===== config.mk =====
export PLATFORM = sky130hd
export DESIGN_NAME = vic_top
export DESIGN_NICKNAME = d
export VERILOG_FILES = /design/src/rtl/vic_pkg.sv /design/src/rtl/vic_sync.sv /design/src/rtl/vic_src_slot.sv /design/src/rtl/vic_resolve.sv /design/src/rtl/vic_top.sv
export SDC_FILE = /design/constraint.sdc
export NUM_CORES = 1
export LEC_CHECK = 0
export BUFFER_PORTS_ARGS = -buffer_cell sky130_fd_sc_hd__buf_4
export CORE_MARGIN = 8
export CORE_UTILIZATION = 40
export DETAILED_ROUTE_END_ITERATION = 10
export GPL_TIMING_DRIVEN = 0
export PLACE_DENSITY_LB_ADDON = 0.25
export SYNTH_ARGS = -nofsm -noshare
export SYNTH_HDL_FRONTEND = slang
export SYNTH_SLANG_ARGS = --single-unit

===== constraint.sdc =====
create_clock -name clk -period 15.7 [get_ports clk]
set_input_delay 1.57 -clock clk [delete_from_list [all_inputs] [get_ports clk]]
set_output_delay 1.57 -clock clk [all_outputs]
set_load 0.01 [all_outputs]

===== src/rtl/vic_pkg.sv =====
package vic_pkg;

   typedef enum logic [1:0] {
      SK_LEVEL  = 2'd0,
      SK_EDGE   = 2'd1,
      SK_SOFT   = 2'd2,
      SK_SWITCH = 2'd3
   } src_kind_e;

   localparam int CTL_PEND_BIT = 7;
   localparam int CTL_SW_BIT   = 6;
   localparam int CTL_EN_BIT   = 3;
   localparam int GEN_IEN_BIT  = 4;
   localparam int BYTE_W       = 8;

endpackage


===== src/rtl/vic_sync.sv =====
module vic_sync #(
   parameter int   STAGES    = 2,
   parameter logic RESET_VAL = 1'b1
) (
   input  logic clk,
   input  logic rst_n,
   input  logic d,
   output logic q
);

   generate
      if (STAGES < 1) begin : g_bad
         $error("vic_sync: STAGES must be at least 1");
      end

      if (STAGES == 1) begin : g_one
         logic s_q;
         always_ff @(posedge clk) begin
            if (!rst_n) s_q <= RESET_VAL;
            else        s_q <= d;
         end
         assign q = s_q;
      end else begin : g_chain
         logic [STAGES-1:0] s_q;
         always_ff @(posedge clk) begin
            if (!rst_n) s_q <= {STAGES{RESET_VAL}};
            else        s_q <= {s_q[STAGES-2:0], d};
         end
         assign q = s_q[STAGES-1];
      end
   endgenerate

endmodule


===== src/rtl/vic_src_slot.sv =====
module vic_src_slot
   import vic_pkg::*;
#(
   parameter src_kind_e KIND  = SK_LEVEL,
   parameter int        LVL_W = 3
) (
   input  logic             clk,
   input  logic             rst_n,
   input  logic             wr_sel,
   input  logic             w_clr,
   input  logic             w_en,
   input  logic [LVL_W-1:0] w_lvl,
   input  logic             req,
   input  logic             sw_fall,
   input  logic             ack_clr,
   output logic             en,
   output logic [LVL_W-1:0] lvl,
   output logic             pend
);

   logic             en_q;
   logic [LVL_W-1:0] lvl_q;
   logic             pend_q;
   logic             req_d;
   logic             pend_nxt;
   logic             set_ev;
   logic             clr_ev;

   always_ff @(posedge clk) begin
      if (!rst_n) begin
         en_q  <= 1'b0;
         lvl_q <= '0;
      end else if (wr_sel) begin
         en_q  <= w_en;
         lvl_q <= w_lvl;
      end
   end

   always_ff @(posedge clk) begin
      if (!rst_n) req_d <= 1'b0;
      else        req_d <= req;
   end

   always_comb begin
      set_ev   = 1'b0;
      clr_ev   = 1'b0;
      pend_nxt = pend_q;
      case (KIND)
         SK_LEVEL: begin
            pend_nxt = req;
         end
         SK_EDGE: begin
            set_ev   = req & ~req_d;
            clr_ev   = (wr_sel & w_clr) | ack_clr;
            pend_nxt = set_ev | (pend_q & ~clr_ev);
         end
         SK_SOFT: begin
            set_ev   = wr_sel & w_en;
            clr_ev   = wr_sel & w_clr;
            pend_nxt = ~clr_ev & (set_ev | pend_q);
         end
         default: begin
            set_ev   = sw_fall;
            clr_ev   = (wr_sel & w_clr) | ack_clr;
            pend_nxt = set_ev | (pend_q & ~clr_ev);
         end
      endcase
   end

   always_ff @(posedge clk) begin
      if (!rst_n) pend_q <= 1'b0;
      else        pend_q <= pend_nxt;
   end

   assign en   = en_q;
   assign lvl  = lvl_q;
   assign pend = pend_q;

endmodule


===== src/rtl/vic_resolve.sv =====
module vic_resolve #(
   parameter int N_SRC = 12,
   parameter int LVL_W = 3,
   parameter int IDX_W = 4
) (
   input  logic [N_SRC-1:0]       active,
   input  logic [N_SRC*LVL_W-1:0] lvl_flat,
   input  logic [LVL_W-1:0]       q_lvl,
   output logic [LVL_W-1:0]       top_lvl,
   output logic                   hit,
   output logic [IDX_W-1:0]       hit_idx
);

   always_comb begin
      top_lvl = '0;
      hit     = 1'b0;
      hit_idx = '0;
      for (int i = 0; i < N_SRC; i++) begin
         if (active[i] && (lvl_flat[i*LVL_W +: LVL_W] > top_lvl))
            top_lvl = lvl_flat[i*LVL_W +: LVL_W];
         if (!hit && active[i] && (q_lvl != '0) &&
             (lvl_flat[i*LVL_W +: LVL_W] == q_lvl)) begin
            hit     = 1'b1;
            hit_idx = IDX_W'(i);
         end
      end
   end

endmodule


===== src/rtl/vic_top.sv =====
module vic_top
   import vic_pkg::*;
#(
   parameter int          N_SRC       = 12,
   parameter int          LVL_W       = 3,
   parameter int          ADDR_W      = 4,
   parameter int          VEC_W       = 8,
   parameter int          ABORT_IDX   = 2,
   parameter int          SOFT_A_IDX  = 10,
   parameter int          SYNC_STAGES = 2,
   parameter logic [VEC_W-1:0]   SPUR_VEC = 8'hFF,
   parameter logic [2*N_SRC-1:0] SRC_KIND = 24'hA51034
) (
   input  logic              clk,
   input  logic              rst_n,
   input  logic              reg_wr,
   input  logic [ADDR_W-1:0] reg_addr,
   input  logic [7:0]        reg_wdata,
   output logic [7:0]        reg_rdata,
   input  logic [N_SRC-1:0]  src_req,
   input  logic              abort_n,
   input  logic              iack,
   input  logic [LVL_W-1:0]  iack_lvl,
   output logic [LVL_W-1:0]  irq_lvl,
   output logic              vec_valid,
   output logic [VEC_W-1:0]  vec
);

   localparam int IDX_W     = $clog2(N_SRC);
   localparam int GEN_ADDR  = N_SRC;
   localparam int BASE_ADDR = N_SRC + 1;

   generate
      if (N_SRC + 2 > (1 << ADDR_W)) begin : g_chk_addr
         $error("vic_top: ADDR_W too narrow for N_SRC");
      end
      if (LVL_W > CTL_EN_BIT) begin : g_chk_lvl
         $error("vic_top: LVL_W collides with the enable bit");
      end
      if (VEC_W != BYTE_W) begin : g_chk_vec
         $error("vic_top: VEC_W must equal the register width");
      end
      if (IDX_W > VEC_W) begin : g_chk_idx
         $error("vic_top: source index wider than vector");
      end
      if (ABORT_IDX >= N_SRC || SOFT_A_IDX >= N_SRC) begin : g_chk_idxr
         $error("vic_top: source index parameter out of range");
      end
      if (SRC_KIND[2*ABORT_IDX +: 2] != 2'(SK_SWITCH)) begin : g_chk_ab
         $error("vic_top: abort slot must be of switch kind");
      end
   endgenerate

   logic              ge_q;
   logic [VEC_W-1:0]  base_q;
   logic              vv_q;
   logic [VEC_W-1:0]  vec_q;

   logic              sw_q;
   logic              sw_d;
   logic              sw_fall;

   logic [N_SRC-1:0]       wr_sel;
   logic [N_SRC-1:0]       ack_clr;
   logic [N_SRC-1:0]       en_v;
   logic [N_SRC-1:0]       pend_v;
   logic [N_SRC-1:0]       active;
   logic [N_SRC*LVL_W-1:0] lvl_flat;

   logic [LVL_W-1:0] top_lvl;
   logic             hit;
   logic [IDX_W-1:0] hit_idx;

   vic_sync #(
      .STAGES   (SYNC_STAGES),
      .RESET_VAL(1'b1)
   ) u_sync (
      .clk  (clk),
      .rst_n(rst_n),
      .d    (abort_n),
      .q    (sw_q)
   );

   always_ff @(posedge clk) begin
      if (!rst_n) sw_d <= 1'b1;
      else        sw_d <= sw_q;
   end
   assign sw_fall = sw_d & ~sw_q;

   generate
      for (genvar gi = 0; gi < N_SRC; gi++) begin : g_slot
         localparam src_kind_e KND = src_kind_e'(SRC_KIND[2*gi +: 2]);
         assign wr_sel[gi]  = reg_wr && (reg_addr == ADDR_W'(gi));
         assign ack_clr[gi] = iack && hit && (hit_idx == IDX_W'(gi));

         vic_src_slot #(
            .KIND (KND),
            .LVL_W(LVL_W)
         ) u_slot (
            .clk    (clk),
            .rst_n  (rst_n),
            .wr_sel (wr_sel[gi]),
            .w_clr  (reg_wdata[CTL_PEND_BIT]),
            .w_en   (reg_wdata[CTL_EN_BIT]),
            .w_lvl  (reg_wdata[LVL_W-1:0]),
            .req    (src_req[gi]),
            .sw_fall((gi == ABORT_IDX) ? sw_fall : 1'b0),
            .ack_clr(ack_clr[gi]),
            .en     (en_v[gi]),
            .lvl    (lvl_flat[gi*LVL_W +: LVL_W]),
            .pend   (pend_v[gi])
         );
      end
   endgenerate

   assign active = pend_v & en_v & {N_SRC{ge_q}};

   vic_resolve #(
      .N_SRC(N_SRC),
      .LVL_W(LVL_W),
      .IDX_W(IDX_W)
   ) u_res (
      .active  (active),
      .lvl_flat(lvl_flat),
      .q_lvl   (iack_lvl),
      .top_lvl (top_lvl),
      .hit     (hit),
      .hit_idx (hit_idx)
   );

   always_ff @(posedge clk) begin
      if (!rst_n) begin
         ge_q   <= 1'b0;
         base_q <= '0;
      end else if (reg_wr) begin
         if (reg_addr == ADDR_W'(GEN_ADDR))  ge_q   <= reg_wdata[GEN_IEN_BIT];
         if (reg_addr == ADDR_W'(BASE_ADDR)) base_q <= reg_wdata;
      end
   end

   always_ff @(posedge clk) begin
      if (!rst_n) begin
         vv_q  <= 1'b0;
         vec_q <= '0;
      end else begin
         vv_q <= iack;
         if (iack) vec_q <= hit ? (base_q + VEC_W'(hit_idx)) : SPUR_VEC;
      end
   end

   always_comb begin
      reg_rdata = '0;
      for (int i = 0; i < N_SRC; i++) begin
         if (reg_addr == ADDR_W'(i)) begin
            reg_rdata[CTL_PEND_BIT]  = pend_v[i];
            reg_rdata[CTL_SW_BIT]    = (i == ABORT_IDX) ? ~sw_q : 1'b0;
            reg_rdata[CTL_EN_BIT]    = en_v[i];
            reg_rdata[LVL_W-1:0]     = lvl_flat[i*LVL_W +: LVL_W];
         end
      end
      if (reg_addr == ADDR_W'(GEN_ADDR))  reg_rdata[GEN_IEN_BIT] = ge_q;
      if (reg_addr == ADDR_W'(BASE_ADDR)) reg_rdata = base_q;
   end

   assign irq_lvl   = top_lvl;
   assign vec_valid = vv_q;
   assign vec       = vec_q;

endmodule


After elaboration in Yosys (flattened, before gate mapping). Index checks and enable logic that the tools add are counted.

Bits in registers: 85. Latch bits: 0. RAM bits: 0. Memory bits (read-only): 0. Output and inout bits: 20. Memories kept: 0.

Add/subtract/negate cells: 1. Multiply operators: 0. Div/mod/pow operators: 0. Order comparisons: 12. Equality and inequality tests: 30. Shifts and indexed selects: 0. Muxes and demuxes: 62. Bitwise operators: 47. Reduce and logical (&&, ||, !) cells: 80.

Operators with widths (number): 1-bit logical AND (65); 4-bit two-way mux (16); 3-bit two-way mux (16); 3-bit equality test (12); 3-bit > comparator (11); 4-bit equality test, second input constant (8); 2-bit two-way mux (14); 12-bit AND (2); 1-bit AND (21); 4-bit by 3-bit equality test with 1-bit output, second input constant (5); 8-bit two-way mux (2); 1-bit two-way mux (14); 4-bit by 2-bit equality test with 1-bit output, second input constant (3); 1-bit inverter (12); 1-bit bitwise OR (12); 1-bit zero test (11); 8-bit by 4-bit adder with 8-bit output (1); 4-bit by 1-bit equality test with 1-bit output, second input constant (2); 4-bit zero test (1); 2-bit AND reduction (2); 3-bit by 1-bit > comparator with 1-bit output, second input constant (1); 3-bit nonzero test (1).

Longest topological paths before layout.
Depth in word-level cells: 66. Gate-level depth with buffers: 81. Mapped depth without buffers: 80.

Cells and area by module. From an unflattened synthesis, not the netlist that was laid out.

Cell total of the unflattened synthesis: 836. Area total of the unflattened synthesis: 6707.7 µm².

By module, submodules not included: vic_resolve (times used 1, cells each 352, area an instance 2294.7 µm², sequential area each 0.0 µm²); vic_top (times used 1, cells each 274, area an instance 1933.1 µm², sequential area each 380.4 µm²); vic_src_slot (g_slot[1].u_slot ...) (times used 4, cells each 20, area an instance 232.7 µm², sequential area each 120.1 µm²); vic_src_slot (g_slot[0].u_slot ...) (times used 5, cells each 15, area an instance 182.7 µm², sequential area each 100.1 µm²); vic_src_slot (g_slot[10].u_slot ...) (times used 2, cells each 17, area an instance 191.4 µm², sequential area each 100.1 µm²); vic_src_slot (g_slot[2].u_slot) (times used 1, cells each 17, area an instance 200.2 µm², sequential area each 100.1 µm²); vic_sync (times used 1, cells each 4, area an instance 52.6 µm², sequential area each 40.0 µm²).

Least setup slack after synthesis. Ideal clock, no wire load.

Path kind: reg-to-output. Start point: register ge_q. End point: output port irq_lvl[0]. Data arrival time: 14.438 ns. Data required time: 14.130 ns. Path slack: -0.308 ns. Cell stages (with the launch flop): 72. Cell sequence: dfxtp_1 > buf_4 > and3_1 > nand2_1 > ha_1 > nand2_1 > o21a_2 > nor2_1 > mux2_2 > ha_1 > o32a_1 > a21oi_1 > o221ai_1 > mux2_2 > ha_1 > or2_2 > nor2_1 > a221o_1 > [36 not listed] > nor2_1 > maj3_1 > o31ai_1 > a21boi_1 > a211oi_1 > a21oi_1 > ha_1 > a21oi_1 > maj3_1 > nand2_1 > mux2_2 > ha_1 > a21o_1 > a21oi_1 > a311oi_1 > inv_1 > a41o_1 > nor3_2.

Word-level cells in the longest chain between the ends: 36.

Ends and longest elaborated chain: start, declared (RTL line vic_top.sv:54) `logic ge_q;`; start signal, assigned (RTL line vic_top.sv:136) `if (reg_addr == ADDR_W'(GEN_ADDR)) ge_q <= reg_wdata[GEN_IEN_BIT];`; 12-bit AND * (RTL line vic_top.sv:116) `assign active = pend_v & en_v & {N_SRC{ge_q}};`; 1-bit logical AND (RTL line vic_resolve.sv:19) `if (active[i] && (lvl_flat[i*LVL_W +: LVL_W] > top_lvl))`; 3-bit two-way mux (RTL line vic_resolve.sv:19); 3-bit > comparator (RTL line vic_resolve.sv:19); 1-bit logical AND (RTL line vic_resolve.sv:19); 3-bit two-way mux (RTL line vic_resolve.sv:19); 3-bit > comparator (RTL line vic_resolve.sv:19); 1-bit logical AND (RTL line vic_resolve.sv:19); [20 not listed]; 1-bit logical AND (RTL line vic_resolve.sv:19); 3-bit two-way mux (RTL line vic_resolve.sv:19); 3-bit > comparator (RTL line vic_resolve.sv:19); 1-bit logical AND (RTL line vic_resolve.sv:19); 3-bit two-way mux (RTL line vic_resolve.sv:19); 3-bit > comparator (RTL line vic_resolve.sv:19); 1-bit logical AND (RTL line vic_resolve.sv:19); 3-bit two-way mux * (RTL line vic_resolve.sv:19); end, declared (RTL line vic_top.sv:24) `output logic [LVL_W-1:0] irq_lvl,`.

Mark *: on every way between the ends. The rest lies on a longest branch, timed or not.

Worst setup path in the final report.
Start point: register ge_q. End point: output port irq_lvl[1].

The elaborated chain is that of the path after synthesis.

==> impl_metrics.toml <==
[critical_path]
critPathRequiredTime_ps = 14130
cp_data_arrival_time_ps = 14110
slowest_delay_ps = 350
startpoint_type = "flop"
cp_max_fo = 4
end_kind = "output port"
r2r_slack_ps = 11560
critPathKind = "reg -> out"
path_common_cell = "ha_4"
rr_startpoint = "ge_q$_SDFFE_PN0P_"
r2r-end = "vec[6]$_SDFFE_PN0P_"
crit_path_top_delay_cell = "a311oi_2"
reg2reg_depth = 17

[clock_network]
cts_tree = "yes"
cts_buffers = 9
root_buffer = "clkbuf_16"
clk_path_buf_depth = 2
cts.clk_slew.worst_paths_ps = 60
insertion_delay_ps = 350
cts.sinks = 85
cts.htree.levels = 3

[synthesis]
async_flop_share_pct = 0
synth_top_area_cell = "dfxtp_1"
synth.area.top_cells = "dfxtp_1, mux2i_1, nand2_1, nand3_1, ha_1"
synth_top_family_by_area = "simple AND/OR/NAND/NOR gates"
syn_area_um2 = 6370
synthFlopType = "dfxtp_1"
synth_most_common_cell = "dfxtp_1"
ys_top_cells_by_count = "dfxtp_1, nand2_1, nand3_1"
synthDistinctLibCells = 82
synth-simple-area-share_pct = 25.2
synth_compound_area_share_pct = 24.0
ys_warn_count = 0
synthCells = 815
synthXorXnorAreaFrac_pct = 4.12
yosys-mux-area-fraction_pct = 9.50
syn_nets = 868
synth-edff-count = 0
yosysTopAreaCellShare_pct = 26.7
syn_avg_cell_area_um2 = 7.82
yosys_register_bits = 85
synthAdderAreaFrac_pct = 5.05
ys_seq_area_share_pct = 26.7

[placed_design]
post-place-cells = 1074
placed_area_um2 = 7010
io_buffers = 43
gp_congestion = 0.940
dp_hpwl_um = 15900

[sta]
finalHoldViolCount = 0
skew_ps = 5.58
finalSetupTns_ps = 0
tightest_slew_ps = 1270
fin_crit_sh_pct = 99.9
rsz0062_at_grt = "yes"
slew_headroom_pct = 15.1
setup_viol = 0
min_period_ps = 15680
max_freq_mhz = 63.8
slew_violations = 0

[drt]
wl_um = 21900
wl_per_cell_um = 19.4
vias = 6538
final_antenna_net_count = 0
drtPass1Iterations = 5
drc = 0
via_per_inst = 5.78
drt-initial-drc-count = 623

[min_path]
holdCritPathClass = "reg -> reg"
whs_path_depth = 1
min-delay-start = "u_sync.g_chain.s_q[0]$_SDFF_PN1_"
hold-path-endpoint = "u_sync.g_chain.s_q[1]$_SDFF_PN1_"

[final_layout]
antenna_cells = 0
final_util_pct = 51.3
finalNetCount = 963
drive_gt1_share_pct = 22.2
stdcell_count = 1131
design_area_um2 = 8070
areaGrowthSynthToFinish_pct = 26.6

[power]
power_density_nw_per_um2 = 65.3
power_switching_mw = 0.135
ir_drop_mv = 0.0610
p_int_mw = 0.392
pwr-share-seq_pct = 43.2
p_clk_share_pct = 45.1
pwr-share-comb_pct = 11.7
leakage_nw = 3.04
p_total_mw = 0.527
swShare_pct = 25.6

[grt]
grt_max_degree = 16
grt_util_all_layers_pct = 21.4
grt_pass1_vias = 6265
grt-ovfl-total = 0
grt_pass1_wl_um = 34100
grt_antenna_before_repair = 0

[die]
dieArea_um2 = 20200
pin_count = 52
die_width_um = 142
core-area_um2 = 15700
rows = 46
fp.dieH_um = 142
start_util_pct = 40.6

[outcome]
status = "complete, no violations"

[flow_run]
drv_cap = 0
==> what timing repair did <==
item | 4_1_cts | 5_1_grt
gates resized for setup | 48 | 34
hold buffers | 0 | 0
buffers inserted | 33 | 8
endpoints found under the setup margin | 3 | 3
pin swaps | 52 | 55
==> registers in the layout (all words and copies together), names as in the netlist <==
signal and count:
vec 8, g_slot.u_slot.en 12, vec_valid 1, g_slot.u_slot.lvl 36, u_sync.g_chain.s_q 2, base_q 8, g_slot.u_slot.pend 12, sw_d 1
g_slot.u_slot.req_d 4, ge_q 1
==> worst max-delay path by stage <==
stage	start	end	slack [ps]
after floorplan	ge_q$_SDFFE_PN0P_	irq_lvl[0]	20
after CTS	ge_q$_SDFFE_PN0P_	irq_lvl[1]	-10
after global routing	ge_q$_SDFFE_PN0P_	irq_lvl[1]	-680
after global placement	ge_q$_SDFFE_PN0P_	irq_lvl[0]	-1090
after detailed placement	ge_q$_SDFFE_PN0P_	irq_lvl[0]	-1210
final	ge_q$_SDFFE_PN0P_	irq_lvl[1]	20
==> critical path, delay by kind of cell (launching register included) <==
kind                       cells  cell delay [ps]
and+or+nand+nor               23             2250
adders and majority gates     16             4400
buffers and inverters          3              450
muxes                          3              990
DFF                            1              330
AOI/OAI and AO/OA             30             5300
==> kinds of logic after synthesis <==
family / count (synthesis)
AND/OR/NAND/NOR: 317
XOR/XNOR: 30
multiplexers: 56
AO/OA/AOI/OAI: 213
adder cells (fa/ha/maj): 26
buffers and inverters: 88
flip-flops: 85
==> cell type report <==
class / count / area, µm²
Fill cell: 1529 / 7650
Timing Repair Buffer: 84 / 634
Clock buffer: 10 / 239
Inverter: 31 / 116
Clock inverter: 6 / 93.8
Buffer: 57 / 233
Multi-Input combinational cell: 642 / 4770
Sequential cell: 85 / 1710
Tap cell: 216 / 270
==> per-layer routing <==
layer  global-route usage (%)  wire (µm)  vias up
li1                         -          -     3125
met1                     27.5       9630     3081
met2                     35.3      10200      276
met3                     3.46       1330       56
met4                     7.74        711        0
met5                        0          0        -
==> power by group through the flow <==
stage	Combinational [mW]	Clock, mW	Sequential (mW)
2_1_floorplan	0.0359	0	0.231
3_3_place_gp	0.0580	0	0.232
3_5_place_dp	0.0582	0	0.232
4_1_cts	0.0599	0.239	0.227
5_1_grt	0.0662	0.247	0.228
6_report	0.0614	0.238	0.228
==> placed cells by master (no fill, tap or decap), types with 4 or more instances in the layout <==
cell       Yosys  layout
o21ai_1        1       4
o21a_1         6       6
a31oi_1        9       8
nand2_1       81      77
nand2b_1       9       9
a221oi_1       6       4
o211ai_1       4       4
nor2b_1       39      39
ha_4           0      11
a21oi_2        2       9
mux2i_1       47      47
dfxtp_2        0       4
nor3_1        22      19
nor2_1        53      44
nor2_2         0       6
clkbuf_16      0       9
dfxtp_1       85      81
and2_1        13      12
o21ai_0       35      31
nand3_1       56      56
a22o_1         4       4
clkbuf_1      47      47
o21bai_1       5       5
buf_1          5       5
ha_1          20       9
nand4_1        6       6
o31ai_1       12      10
xnor2_1       21      21
a21oi_1       43      35
xor2_1         9       9
a221o_1        6       6
nor3b_1        8       7
and3_1        13      12
a21o_1         6       6
buf_4          1      83
maj3_2         1       5
inv_1         31      30
a21boi_0      26      25
==> through the flow <==
stage | setup slack, ps | hold slack, ps
final | 18.8 | 409
after global routing | -676 | 435
after floorplan | 16.7 | 386
after detailed placement | -1210 | 396
after CTS | -14.2 | 414
after global placement | -1090 | 392
Power figures use the tool's default switching activity.
